[config.mk]
export PLATFORM = sky130hd
export DESIGN_NAME = vi_line_ctrl
export DESIGN_NICKNAME = d
export VERILOG_FILES = /design/src/rtl/vi_pkg.sv /design/src/rtl/vi_flag_array.sv /design/src/rtl/vi_snoop_filter.sv /design/src/rtl/vi_req_engine.sv /design/src/rtl/vi_line_ctrl.sv
export SDC_FILE = /design/constraint.sdc
export NUM_CORES = 1
export LEC_CHECK = 0
export CAP_MARGIN = 20
export CORE_UTILIZATION = 35
export DETAILED_ROUTE_END_ITERATION = 12
export DONT_BUFFER_PORTS = 1
export HOLD_SLACK_MARGIN = 0.12
export PLACE_DENSITY = 0.56
export SYNTH_ARGS = -nofsm -noshare
export SYNTH_HDL_FRONTEND = slang
export SYNTH_HIERARCHICAL = 1
export SYNTH_SLANG_ARGS = --single-unit
[constraint.sdc]
create_clock -name clk -period 1.26 [get_ports clk]
set_input_delay 0.063 -clock clk [delete_from_list [all_inputs] [get_ports clk]]
set_output_delay 0.063 -clock clk [all_outputs]
set_load 0.1 [all_outputs]
[src/rtl/vi_pkg.sv]
package vi_pkg;

  typedef enum logic [1:0] {
    OP_LOAD  = 2'd0,
    OP_STORE = 2'd1,
    OP_EVICT = 2'd2,
    OP_NONE  = 2'd3
  } vi_op_e;

  typedef enum logic {
    BUS_RD = 1'b0,
    BUS_WR = 1'b1
  } vi_bus_e;

endpackage

[src/rtl/vi_flag_array.sv]
module vi_flag_array #(
  parameter int LINES = 16,
  parameter int IDX_W = $clog2(LINES)
) (
  input  logic             clk,
  input  logic             rst,
  input  logic [IDX_W-1:0] rd_idx,
  output logic             rd_flag,
  input  logic             kill,
  input  logic [IDX_W-1:0] kill_idx,
  input  logic             upd_en,
  input  logic [IDX_W-1:0] upd_idx,
  input  logic             upd_val
);

  logic [LINES-1:0] flags;
  logic [LINES-1:0] flags_nxt;

  // Per-line next value: a local update wins because it was already
  // computed against the state with the snoop applied.
  for (genvar g = 0; g < LINES; g++) begin : g_line
    logic hit_upd;
    logic hit_kill;
    assign hit_upd  = upd_en && (upd_idx == IDX_W'(g));
    assign hit_kill = kill && (kill_idx == IDX_W'(g));
    assign flags_nxt[g] = hit_upd  ? upd_val :
                          hit_kill ? 1'b0    : flags[g];
  end

  always_ff @(posedge clk) begin
    if (rst) flags <= '0;
    else     flags <= flags_nxt;
  end

  assign rd_flag = flags[rd_idx];

  // reset leaves every flag clear
  assert_reset_clear_R1: assert property (@(posedge clk) disable iff (rst)
    $past(rst) |-> (flags == '0));

  // a foreign write not overridden by a local update clears the line
  assert_snoop_kill_R7: assert property (@(posedge clk) disable iff (rst)
    (kill && !(upd_en && upd_idx == kill_idx)) |=> !flags[$past(kill_idx)]);

endmodule

[src/rtl/vi_snoop_filter.sv]
module vi_snoop_filter
  import vi_pkg::*;
#(
  parameter int IDX_W = 4
) (
  input  logic             snp_valid,
  input  logic             snp_cmd,
  input  logic [IDX_W-1:0] snp_idx,
  input  logic [IDX_W-1:0] req_idx,
  input  logic             stored_flag,
  output logic             kill,
  output logic [IDX_W-1:0] kill_idx,
  output logic             eff_flag
);

  logic same_line;

  // Only a foreign write matters; a foreign read leaves our copy intact.
  assign kill      = snp_valid && (vi_bus_e'(snp_cmd) == BUS_WR);
  assign kill_idx  = snp_idx;
  assign same_line = (snp_idx == req_idx);

  // Snoop ordered ahead of the local request on a collision.
  assign eff_flag  = stored_flag && !(kill && same_line);

endmodule

[src/rtl/vi_req_engine.sv]
module vi_req_engine
  import vi_pkg::*;
#(
  parameter int IDX_W = 4
) (
  input  logic             clk,
  input  logic             rst,
  input  logic             req_valid,
  input  logic [1:0]       req_op,
  input  logic [IDX_W-1:0] req_idx,
  input  logic             eff_flag,
  output logic             upd_en,
  output logic [IDX_W-1:0] upd_idx,
  output logic             upd_val,
  output logic             rsp_valid,
  output logic             rsp_hit,
  output logic             bus_valid,
  output logic             bus_cmd,
  output logic [IDX_W-1:0] bus_idx
);

  vi_op_e  op;
  logic    need_bus;
  vi_bus_e cmd_nxt;

  assign op      = vi_op_e'(req_op);
  assign upd_idx = req_idx;

  always_comb begin
    upd_en   = 1'b0;
    upd_val  = 1'b0;
    need_bus = 1'b0;
    cmd_nxt  = BUS_RD;
    if (req_valid) begin
      unique case (op)
        OP_LOAD: begin
          upd_en   = 1'b1;
          upd_val  = 1'b1;
          need_bus = !eff_flag;
          cmd_nxt  = BUS_RD;
        end
        OP_STORE: begin
          need_bus = 1'b1;
          cmd_nxt  = BUS_WR;
        end
        OP_EVICT: begin
          upd_en  = 1'b1;
          upd_val = 1'b0;
        end
        OP_NONE: begin
        end
      endcase
    end
  end

  always_ff @(posedge clk) begin
    if (rst) begin
      rsp_valid <= 1'b0;
      rsp_hit   <= 1'b0;
      bus_valid <= 1'b0;
      bus_cmd   <= 1'b0;
      bus_idx   <= '0;
    end else begin
      rsp_valid <= req_valid;
      rsp_hit   <= req_valid && eff_flag;
      bus_valid <= need_bus;
      bus_cmd   <= cmd_nxt;
      bus_idx   <= req_idx;
    end
  end

  // load to a clear line misses and fetches
  assert_load_miss_R2: assert property (@(posedge clk) disable iff (rst)
    (req_valid && op == OP_LOAD && !eff_flag)
      |=> (rsp_valid && !rsp_hit && bus_valid && bus_cmd == BUS_RD));

  // load hit and evict stay off the bus
  assert_quiet_bus_R3: assert property (@(posedge clk) disable iff (rst)
    (req_valid && ((op == OP_LOAD && eff_flag) || op == OP_EVICT))
      |=> (rsp_valid && !bus_valid));

  // every store goes out as a bus write with its index
  assert_store_write_R4: assert property (@(posedge clk) disable iff (rst)
    (req_valid && op == OP_STORE)
      |=> (bus_valid && bus_cmd == BUS_WR && bus_idx == $past(req_idx)));

  // nothing comes out after a cycle without a request
  assert_idle_quiet_R11: assert property (@(posedge clk) disable iff (rst)
    !req_valid |=> (!rsp_valid && !bus_valid));

endmodule

[src/rtl/vi_line_ctrl.sv]
module vi_line_ctrl
  import vi_pkg::*;
#(
  parameter int LINES = 16,
  parameter int IDX_W = $clog2(LINES)
) (
  input  logic             clk,
  input  logic             rst,
  input  logic             req_valid,
  input  logic [1:0]       req_op,
  input  logic [IDX_W-1:0] req_idx,
  input  logic             snp_valid,
  input  logic             snp_cmd,
  input  logic [IDX_W-1:0] snp_idx,
  output logic             rsp_valid,
  output logic             rsp_hit,
  output logic             bus_valid,
  output logic             bus_cmd,
  output logic [IDX_W-1:0] bus_idx
);

  logic             stored_flag;
  logic             eff_flag;
  logic             kill;
  logic [IDX_W-1:0] kill_idx;
  logic             upd_en;
  logic [IDX_W-1:0] upd_idx;
  logic             upd_val;

  vi_flag_array #(.LINES(LINES), .IDX_W(IDX_W)) u_flags (
    .clk      (clk),
    .rst      (rst),
    .rd_idx   (req_idx),
    .rd_flag  (stored_flag),
    .kill     (kill),
    .kill_idx (kill_idx),
    .upd_en   (upd_en),
    .upd_idx  (upd_idx),
    .upd_val  (upd_val)
  );

  vi_snoop_filter #(.IDX_W(IDX_W)) u_snoop (
    .snp_valid   (snp_valid),
    .snp_cmd     (snp_cmd),
    .snp_idx     (snp_idx),
    .req_idx     (req_idx),
    .stored_flag (stored_flag),
    .kill        (kill),
    .kill_idx    (kill_idx),
    .eff_flag    (eff_flag)
  );

  vi_req_engine #(.IDX_W(IDX_W)) u_engine (
    .clk       (clk),
    .rst       (rst),
    .req_valid (req_valid),
    .req_op    (req_op),
    .req_idx   (req_idx),
    .eff_flag  (eff_flag),
    .upd_en    (upd_en),
    .upd_idx   (upd_idx),
    .upd_val   (upd_val),
    .rsp_valid (rsp_valid),
    .rsp_hit   (rsp_hit),
    .bus_valid (bus_valid),
    .bus_cmd   (bus_cmd),
    .bus_idx   (bus_idx)
  );

  // colliding foreign write makes the same-cycle load miss
  assert_snoop_first_R9: assert property (@(posedge clk) disable iff (rst)
    (req_valid && req_op == 2'd0 && snp_valid && snp_cmd && snp_idx == req_idx)
      |=> (rsp_valid && !rsp_hit && bus_valid && !bus_cmd));

  // a foreign read leaves the addressed flag untouched when no local
  // request is present
  assert_snoop_read_ignored_R8: assert property (@(posedge clk) disable iff (rst)
    (snp_valid && !snp_cmd && !req_valid) |=> $stable(u_flags.flags));

endmodule

### Word level (Yosys, flattened, before mapping)

Index checks and enable logic that the tools add are counted.

| word-level totals | value |
|---|---|
| register bits after elaboration | 24 |
| output and inout bits | 8 |
| input port bits | 15 |
| word-level logic and storage cells | 155 |

| cells by class | value |
|---|---|
| magnitude comparators | 1 |
| muxes and demuxes | 40 |
| equality and inequality tests | 33 |
| reduce and logical (&&, ||, !) cells | 59 |
| bitwise operators | 1 |

Operator list:

| operator | count |
|---|---|
| $eq 4x4->1 const B | 16 |
| $mux 1 | 38 |
| $logic_and 1x1->1 | 36 |
| $eq 4x3->1 const B | 8 |
| $reduce_bool 2->1 | 16 |
| $eq 4x2->1 const B | 4 |
| $eq 4x1->1 const B | 2 |
| $logic_not 4->1 | 2 |
| $lt 4x5->1 const B | 1 |
| $bmux 1 s4 | 1 |
| $eq 4x4->1 | 1 |
| $reduce_or 2->1 | 2 |
| $eq 2x1->1 const B | 1 |
| $eq 2x2->1 const B | 1 |
| $logic_not 1->1 | 2 |
| $logic_not 2->1 | 1 |
| $pmux 1 s2 | 1 |
| $not 1->1 | 1 |

### Depth between registers and ports, before layout

Gate-level depths: netlist of the first run.

| depth | value |
|---|---|
| depth in word-level cells | 6 |
| gate-level depth with buffers | 7 |
| mapped depth without buffers | 7 |

### Cells and area by module

Netlist of the first run, hierarchy kept.

Modules (own cells, without submodules):

| module | cells an instance | sequential area each (um2) | area an instance (um2) | instances |
|---|---|---|---|---|
| vi_flag_array | 112 | 320.3 | 1016.0 | 1 |
| vi_req_engine | 23 | 160.2 | 275.3 | 1 |
| vi_snoop_filter | 12 | 0.0 | 86.3 | 1 |

### Worst setup path after synthesis of the first run

No wires, ideal clock.

| timing path | value |
|---|---|
| path type | reg2reg |
| start | register u_flags.flags[13] |
| end | register u_engine.bus_valid |
| period minus slack after synthesis | 1392 ps |
| required time | 1188 ps |
| library setup time | 72 ps |
| buffers on the path | 0 |
| data arrival time | 1320 ps |
| stages on the path, launching flop included | 8 |
| path slack | -132 ps |
| cell sequence | dfxtp_1 > mux4_1 > mux2i_1 > mux2i_1 > inv_1 > a31oi_1 > nor2b_1 > nor3b_2 |

| between the ends | value |
|---|---|
| longest elaborated chain between the ends | 5 |

RTL lines:

| element | RTL line | text |
|---|---|---|
| from (decl) | vi_flag_array.sv:16 | `logic [LINES-1:0] flags;` |
| from (signal assigned) | vi_flag_array.sv:32 | `else flags <= flags_nxt;` |
| $bmux 1 s4 | vi_flag_array.sv:35 | `assign rd_flag = flags[rd_idx];` |
| $mux 1 (implied by the code) | vi_flag_array.sv:35 |  |
| named net stored_flag | vi_line_ctrl.sv:22 | `logic stored_flag;` |
| $logic_and 1x1->1 | vi_snoop_filter.sv:24 | `assign eff_flag = stored_flag && !(kill && same_line);` |
| named net eff_flag | vi_line_ctrl.sv:23 | `logic eff_flag;` |
| $logic_not 1->1 | vi_req_engine.sv:39 | `need_bus = !eff_flag;` |
| $pmux 1 s2 | vi_req_engine.sv:35 | `unique case (op)` |
| to (signal assigned) | vi_req_engine.sv:66 | `bus_valid <= need_bus;` |
| to (decl) | vi_req_engine.sv:17 | `output logic bus_valid,` |

The timed path passes the listed nets, and every way through them passes these cells. The select of a mux whose other input is x is not followed.
A chain may end at the register's enable or synchronous reset.

### Worst setup path after layout of the first run

| timing path | value |
|---|---|
| start | register u_flags.flags[11] |
| end | register u_engine.bus_valid |

Same word-level chain as after synthesis.

==> flow_metrics.tcl, run 1 <==
set metrics [dict create \
    crit_family "multiplexers" \
    drv_slew 0 \
    cts.reportedPaths.clkPinSlew_ps 90 \
    path_class "register to register" \
    path_cells "mux4_2 > mux2i_1 > mux2i_1 > inv_1 > a31oi_1 > nor2b_2 > nor3b_2" \
    worstPathRequired_ps 1460 \
    die_area_um2 4190 \
    ys_seq_elements 24 \
    wirelength_um 3630 \
    dpl.cell_count 191 \
    stdcell_area_um2 1580 \
    cts_tree "yes" \
    crit_path_frequent_cell "mux2i_1" \
    grt_max_degree 22 \
    crit_arrival_ps 1700 \
    synthesis.nets 162 \
    synth_top_area_share_pct 34.9 \
    ant_nets 0 \
    avgSynthCellArea_um2 9.37 \
    hpwl_um 2350 \
    yosysTopAreaCell "dfxtp_1" \
    die_y_um 64.7 \
    place_ws_ps -220 \
    clock_skew_ps 6.64 \
    rsz0062_at_grt "true" \
    cts.sinks 24 \
    period_needed_ps 1500 \
    die_w_um 64.7 \
    violations "negative hold slack, negative setup slack" \
    fin_ws_ps -242 \
    boundaryPins 23 \
    ctsLongestPathBuffers 2 \
    avgViaCountPerCell 6.21 \
    track_usage_pct 18.3 \
    port_buffers 0 \
    syn_inst 147 \
    max_freq_mhz 666 \
    grt_pass1_vias 1224 \
    nets 171 \
    grt_pass1_wl_um 5870 \
    wl_per_cell_um 17.9 \
    insertedDiodeCount 0 \
    yosys.cell_types.count 32 \
    yosys_warnings 6 \
    vias 1261 \
    drt_iter0_markers 175 \
    finalWeightedCongestion 0.891 \
    report.final.setup_viol 2 \
    syn2layout_area_growth_pct 15.0 \
    drive_gt1_share_pct 18.1 \
    tightest_slew_ps 771 \
    worstPathMaxFanout 2 \
    htreeDepth 1 \
    antenna_found_initial 0 \
    synthTopCellsByArea "dfxtp_1 35%, o221ai_1 10%, a21oi_1 5.8%, buf_4 4.9%, nand3_1 4.7%" \
    hp-class "input port to register" \
    crit_buf_inv 1 \
    p_leak_nw 0.555 \
    stdcell_count 203 \
    worstSetupStartpointType "register" \
    syn_area_um2 1380 \
    totalPowerFinal_w 0.00156 \
    hold_slack_ps -143 \
    final-hold-violation-count 2 \
    start_util_pct 37.1 \
    num_rows 22 \
    cts_inserted_buffers 3 \
    slowest_stage "mux4_2" \
    final_util_pct 42.6 \
    fillCellCount 383 \
    max_stage_delay_ps 490 \
    dpl-instance-area_um2 1430 \
    root_buffer "clkbuf_8" \
    drtPass1Iterations 4 \
    insertion_delay_ps 270 \
    maxCapViolations 0 \
    endpoint_kind "register" \
    drc 0 \
    powerDensity_nw_per_um2 982 \
    post-route-period-util_pct 119 \
    grt.overflow.total 0 \
    maxSlewHeadroom_pct 48.6 \
    vdd_drop_max_mv 0.404 \
    yosysSeqAreaShare_pct 34.9 \
    coreArea_um2 3720 \
    status "finished, violations left" \
]
[synth_stat cells (all sizes together)]
cell and number:
dfxtp 24, a21oi 16, o221ai 16, buf 13, nand3 13, nand3b 6, nand4 6, nor2b 6
nand2b 5, and2b 4, clkbuf 4, mux4 4, or3b 4, and3b 3, mux2i 3, nand2 3
nor3b 3, xor2 3, and2 2, inv 2, a31oi 1, and3 1, nor3 1, nor4b 1
or2 1, or4b 1, xnor2 1
[worst paths after layout]
path	from	cells after the start	endpoint	slack, ps
max reg2reg	u_flags/flags[11]$_SDFFE_PP0P_	7	u_engine/bus_valid$_SDFF_PP0_	-240
min reg2reg	u_flags/flags[3]$_SDFFE_PP0P_	2	u_flags/flags[3]$_SDFFE_PP0P_	490
min	req_op[1]	1	u_engine/bus_valid$_SDFF_PP0_	-140
max	u_flags/flags[11]$_SDFFE_PP0P_	7	u_engine/bus_valid$_SDFF_PP0_	-240
[cells by family after synthesis]
family	Yosys count	share of synthesized area, %
AO/OA/AOI/OAI	33	16.4
XOR/XNOR	4	2.54
buffers and inverters	19	7.99
multiplexers	7	9.26
AND/OR/NAND/NOR	60	28.9
flip-flops	24	34.9
[area by class of cell]
type	count	area [um2]	area share, %
Clock buffer	4	55.1	3.48
Sequential cell	24	482	30.4
Multi-Input combinational cell	104	797	50.3
Inverter	2	7.51	0.474
Timing Repair Buffer	21	183	11.5
Tap cell	48	60.1	3.79
[placed cells by master (no fill, tap or decap), drive strengths merged]
cell type | Yosys | routed
dfxtp | 24 | 24
o221ai | 16 | 16
a21oi | 16 | 16
buf | 13 | 13
nand3 | 13 | 13
dlygate4sd3 | 0 | 6
nand4 | 6 | 6
nand3b | 6 | 6
nor2b | 6 | 6
nand2b | 5 | 5
clkbuf | 4 | 4
and2b | 4 | 4
mux4 | 4 | 4
or3b | 4 | 4
and3b | 3 | 3
mux2i | 3 | 3
nand2 | 3 | 3
xor2 | 3 | 3
nor3b | 3 | 3
dlymetal6s4s | 0 | 2
and2 | 2 | 2
inv | 2 | 2
nor4b | 1 | 1
or4b | 1 | 1
or2 | 1 | 1
and3 | 1 | 1
xnor2 | 1 | 1
nor3 | 1 | 1
a31oi | 1 | 1
[per-layer routing]
layer | GRT usage, % | wire (um)
met5 | 0 | 0
met2 | 28.0 | 1750
met1 | 22.7 | 1490
met3 | 4.58 | 303
met4 | 11.7 | 99
[flip-flops by register name, indices dropped and copies added (netlist names)]
signal	flops
u_engine/bus_cmd	1
u_flags/flags	16
u_engine/rsp_hit	1
u_engine/bus_valid	1
u_engine/bus_idx	4
u_engine/rsp_valid	1
[metrics by stage]
stage / setup TNS [ps] / hold slack, ps
floorplan: -123 / 133
global placement: -328 / 134
detailed placement: -351 / 136
CTS: -359 / -148
global route: -527 / -157
finish: -359 / -143
[power breakdown]
part | total, W | internal [W] | switching (W)
registers | 0.000773 | 0.000769 | 0.00000337
logic | 0.000258 | 0.0000888 | 0.000170
clock network | 0.000524 | 0.000279 | 0.000245
[repair_timing]
action                     in CTS  in global routing
hold buffers                    7                  1
resized for setup               0                  5
buffers inserted                0                  0
hold endpoints to repair       24                 11
setup endpoints to repair       2                  8
Power figures use the tool's default switching activity.
==> run 2, diff against run 1 <==
--- a/config.mk
+++ b/config.mk
@@ -6,6 +6,7 @@
 export NUM_CORES = 1
 export LEC_CHECK = 0
 export CAP_MARGIN = 20
+export CORE_MARGIN = 2
 export CORE_UTILIZATION = 35
 export DETAILED_ROUTE_END_ITERATION = 12
 export DONT_BUFFER_PORTS = 1
==> run 2 against run 1 <==
The flow still finishes with violations (negative hold slack, negative setup slack). Setup slack got worse by 12 ps. Sequential power about the same. Clock power about the same. Global-route usage is 1.9 points lower. Maximum frequency down 0.82%. Critical endpoint unchanged. Largest power group unchanged. Count of clock-buffer cells in the layout did not move. Clock skew fell by 4.4 ps. Die area is 6.3% higher.
==> flow_metrics.tcl, run 2 (synthesis results as in run 1) <==
set metrics [dict create \
    endpoint "u_engine/bus_valid$_SDFF_PP0_" \
    status "finished, violations left" \
    period_needed_ps 1510 \
    place_ws_ps -222 \
    avgViaCountPerCell 6.08 \
    root_buffer "clkbuf_8" \
    hpwl_um 2240 \
    finalWeightedCongestion 0.788 \
    path_class "register to register" \
    dpl-instance-area_um2 1420 \
    hp-class "input port to register" \
    reg2reg_to "u_engine/bus_valid$_SDFF_PP0_" \
    drive_gt1_share_pct 18.3 \
    die_w_um 66.7 \
    holdPathStages 1 \
    track_usage_pct 16.4 \
    vias 1222 \
    vdd_drop_max_mv 0.434 \
    htreeDepth 1 \
    path_cells "mux4_2 > mux2i_1 > mux2i_1 > inv_1 > a31oi_1 > nor2b_2 > nor3b_2" \
    rsz0062_at_grt "true" \
    nets 169 \
    die_area_um2 4450 \
    endpoint_kind "register" \
    die_y_um 66.7 \
    grt_max_degree 22 \
    crit_path_frequent_cell "mux2i_1" \
    ant_nets 0 \
    violations "negative hold slack, negative setup slack" \
    worstSetupStartpointType "register" \
    final_common_cell "dfxtp_1" \
    boundaryPins 23 \
    drtPass1Iterations 4 \
    worstPathMaxFanout 2 \
    tightest_slew_ps 752 \
    wl_per_cell_um 17.2 \
    max_freq_mhz 660 \
    p_leak_nw 0.541 \
    maxSlewHeadroom_pct 49.9 \
    drc 0 \
    cts.sinks 24 \
    coreArea_um2 3720 \
    stdcell_count 201 \
    mostFrequentLayoutCells "23 x dfxtp_1, 16 x o221ai_1, 16 x a21oi_1" \
    powerDensity_nw_per_um2 994 \
    ctsLongestPathBuffers 2 \
    largest_reg_flops 16 \
    totalPowerFinal_w 0.00155 \
    cts_inserted_buffers 3 \
    grt_pass1_wl_um 5470 \
    antenna_found_initial 0 \
    cts_tree "yes" \
    fin_ws_ps -255 \
    wirelength_um 3460 \
    drt_iter0_markers 178 \
    hold_slack_ps -150 \
    crit_path_start "u_flags/flags[15]$_SDFFE_PP0P_" \
    max_stage_delay_ps 480 \
    start_util_pct 37.1 \
    cts.reportedPaths.clkPinSlew_ps 80 \
    insertion_delay_ps 270 \
    slowest_stage "mux4_2" \
    port_buffers 0 \
    r2r_start "u_flags/flags[15]$_SDFFE_PP0P_" \
    clock_skew_ps 2.28 \
    report.final.setup_viol 2 \
    rrSetupSlack_ps -250 \
    worstPathRequired_ps 1460 \
    dpl.cell_count 190 \
    insertedDiodeCount 0 \
    grt.overflow.total 0 \
    top_regs "u_flags/flags: 16 flops, u_engine/bus_idx: 4 flops" \
    rr_worst_depth 7 \
    grt_pass1_vias 1118 \
    final-hold-violation-count 2 \
    max_flop_register "u_flags/flags" \
    syn2layout_area_growth_pct 13.4 \
    post-route-period-util_pct 120 \
    stdcell_area_um2 1560 \
    crit_arrival_ps 1720 \
    drv_slew 0 \
    maxCapViolations 0 \
    num_rows 22 \
]
==> run 2: cell types whose count changed in the layout (fill, tap and decap cells not counted) <==
cell	change
buf_4	-1
dlygate4sd3_1	-1
nor3b_1	-1
nor3b_2	+1
nor4b_2	+1
nor4b_4	-1
==> run 2: report_power, final <==
part / internal (W) / switching, W / total, W
clock network: 0.000279 / 0.000247 / 0.000526
registers: 0.000769 / 0.00000298 / 0.000772
logic: 0.0000851 / 0.000169 / 0.000254
==> run 2: worst min-delay path by stage <==
| stage | slack (ps) | startpoint | endpoint |
|---|---|---|---|
| finish | -150 | req_op[1] | u_engine/bus_valid$_SDFF_PP0_ |
| detailed placement | 140 | req_op[1] | u_engine/bus_valid$_SDFF_PP0_ |
| CTS | -160 | req_op[1] | u_engine/bus_valid$_SDFF_PP0_ |
| global placement | 130 | req_op[1] | u_engine/bus_valid$_SDFF_PP0_ |
| global route | -160 | req_op[1] | u_engine/bus_valid$_SDFF_PP0_ |
| floorplan | 130 | req_op[1] | u_engine/bus_valid$_SDFF_PP0_ |
==> run 2: area by class of cell <==
class                           count  area, um2
Fill cell                         364       2150
Multi-Input combinational cell    104        793
Sequential cell                    24        482
Timing Repair Buffer               19        165
Tap cell                           48       60.1
Clock buffer                        4       55.1
Inverter                            2       7.51
==> run 2: repair_timing <==
item	4_1_cts	5_1_grt
pin swaps	1	0
hold endpoints to repair	24	15
resized for setup	1	4
setup endpoints to repair	2	11
setup buffers	0	0
hold buffers	6	1
==> run 2: worst max-delay path: cells and delay by family, from the launching register on <==
| family | cells | cell delay (ps) |
|---|---|---|
| AOI/OAI and AO/OA | 1 | 40 |
| buffers and inverters | 1 | 60 |
| DFF | 1 | 330 |
| muxes | 3 | 720 |
| and+or+nand+nor | 2 | 310 |
==> run 2: routing by layer <==
layer	up-vias	wire length [um]	track usage, %
li1	566	-	-
met1	569	1400	21.4
met2	79	1590	24.4
met3	8	399	3.55
met4	0	77	10.5
met5	-	0	0
==> run 2: metrics by stage <==
stage                     hold slack (ps)  TNS [ps]  util, %
after floorplan                       133      -123        -
after global placement                133      -349     38.2
after detailed placement              137      -318     38.2
after CTS                            -155      -407     41.3
after global routing                 -159      -456     42.1
final                                -150      -396     42.1
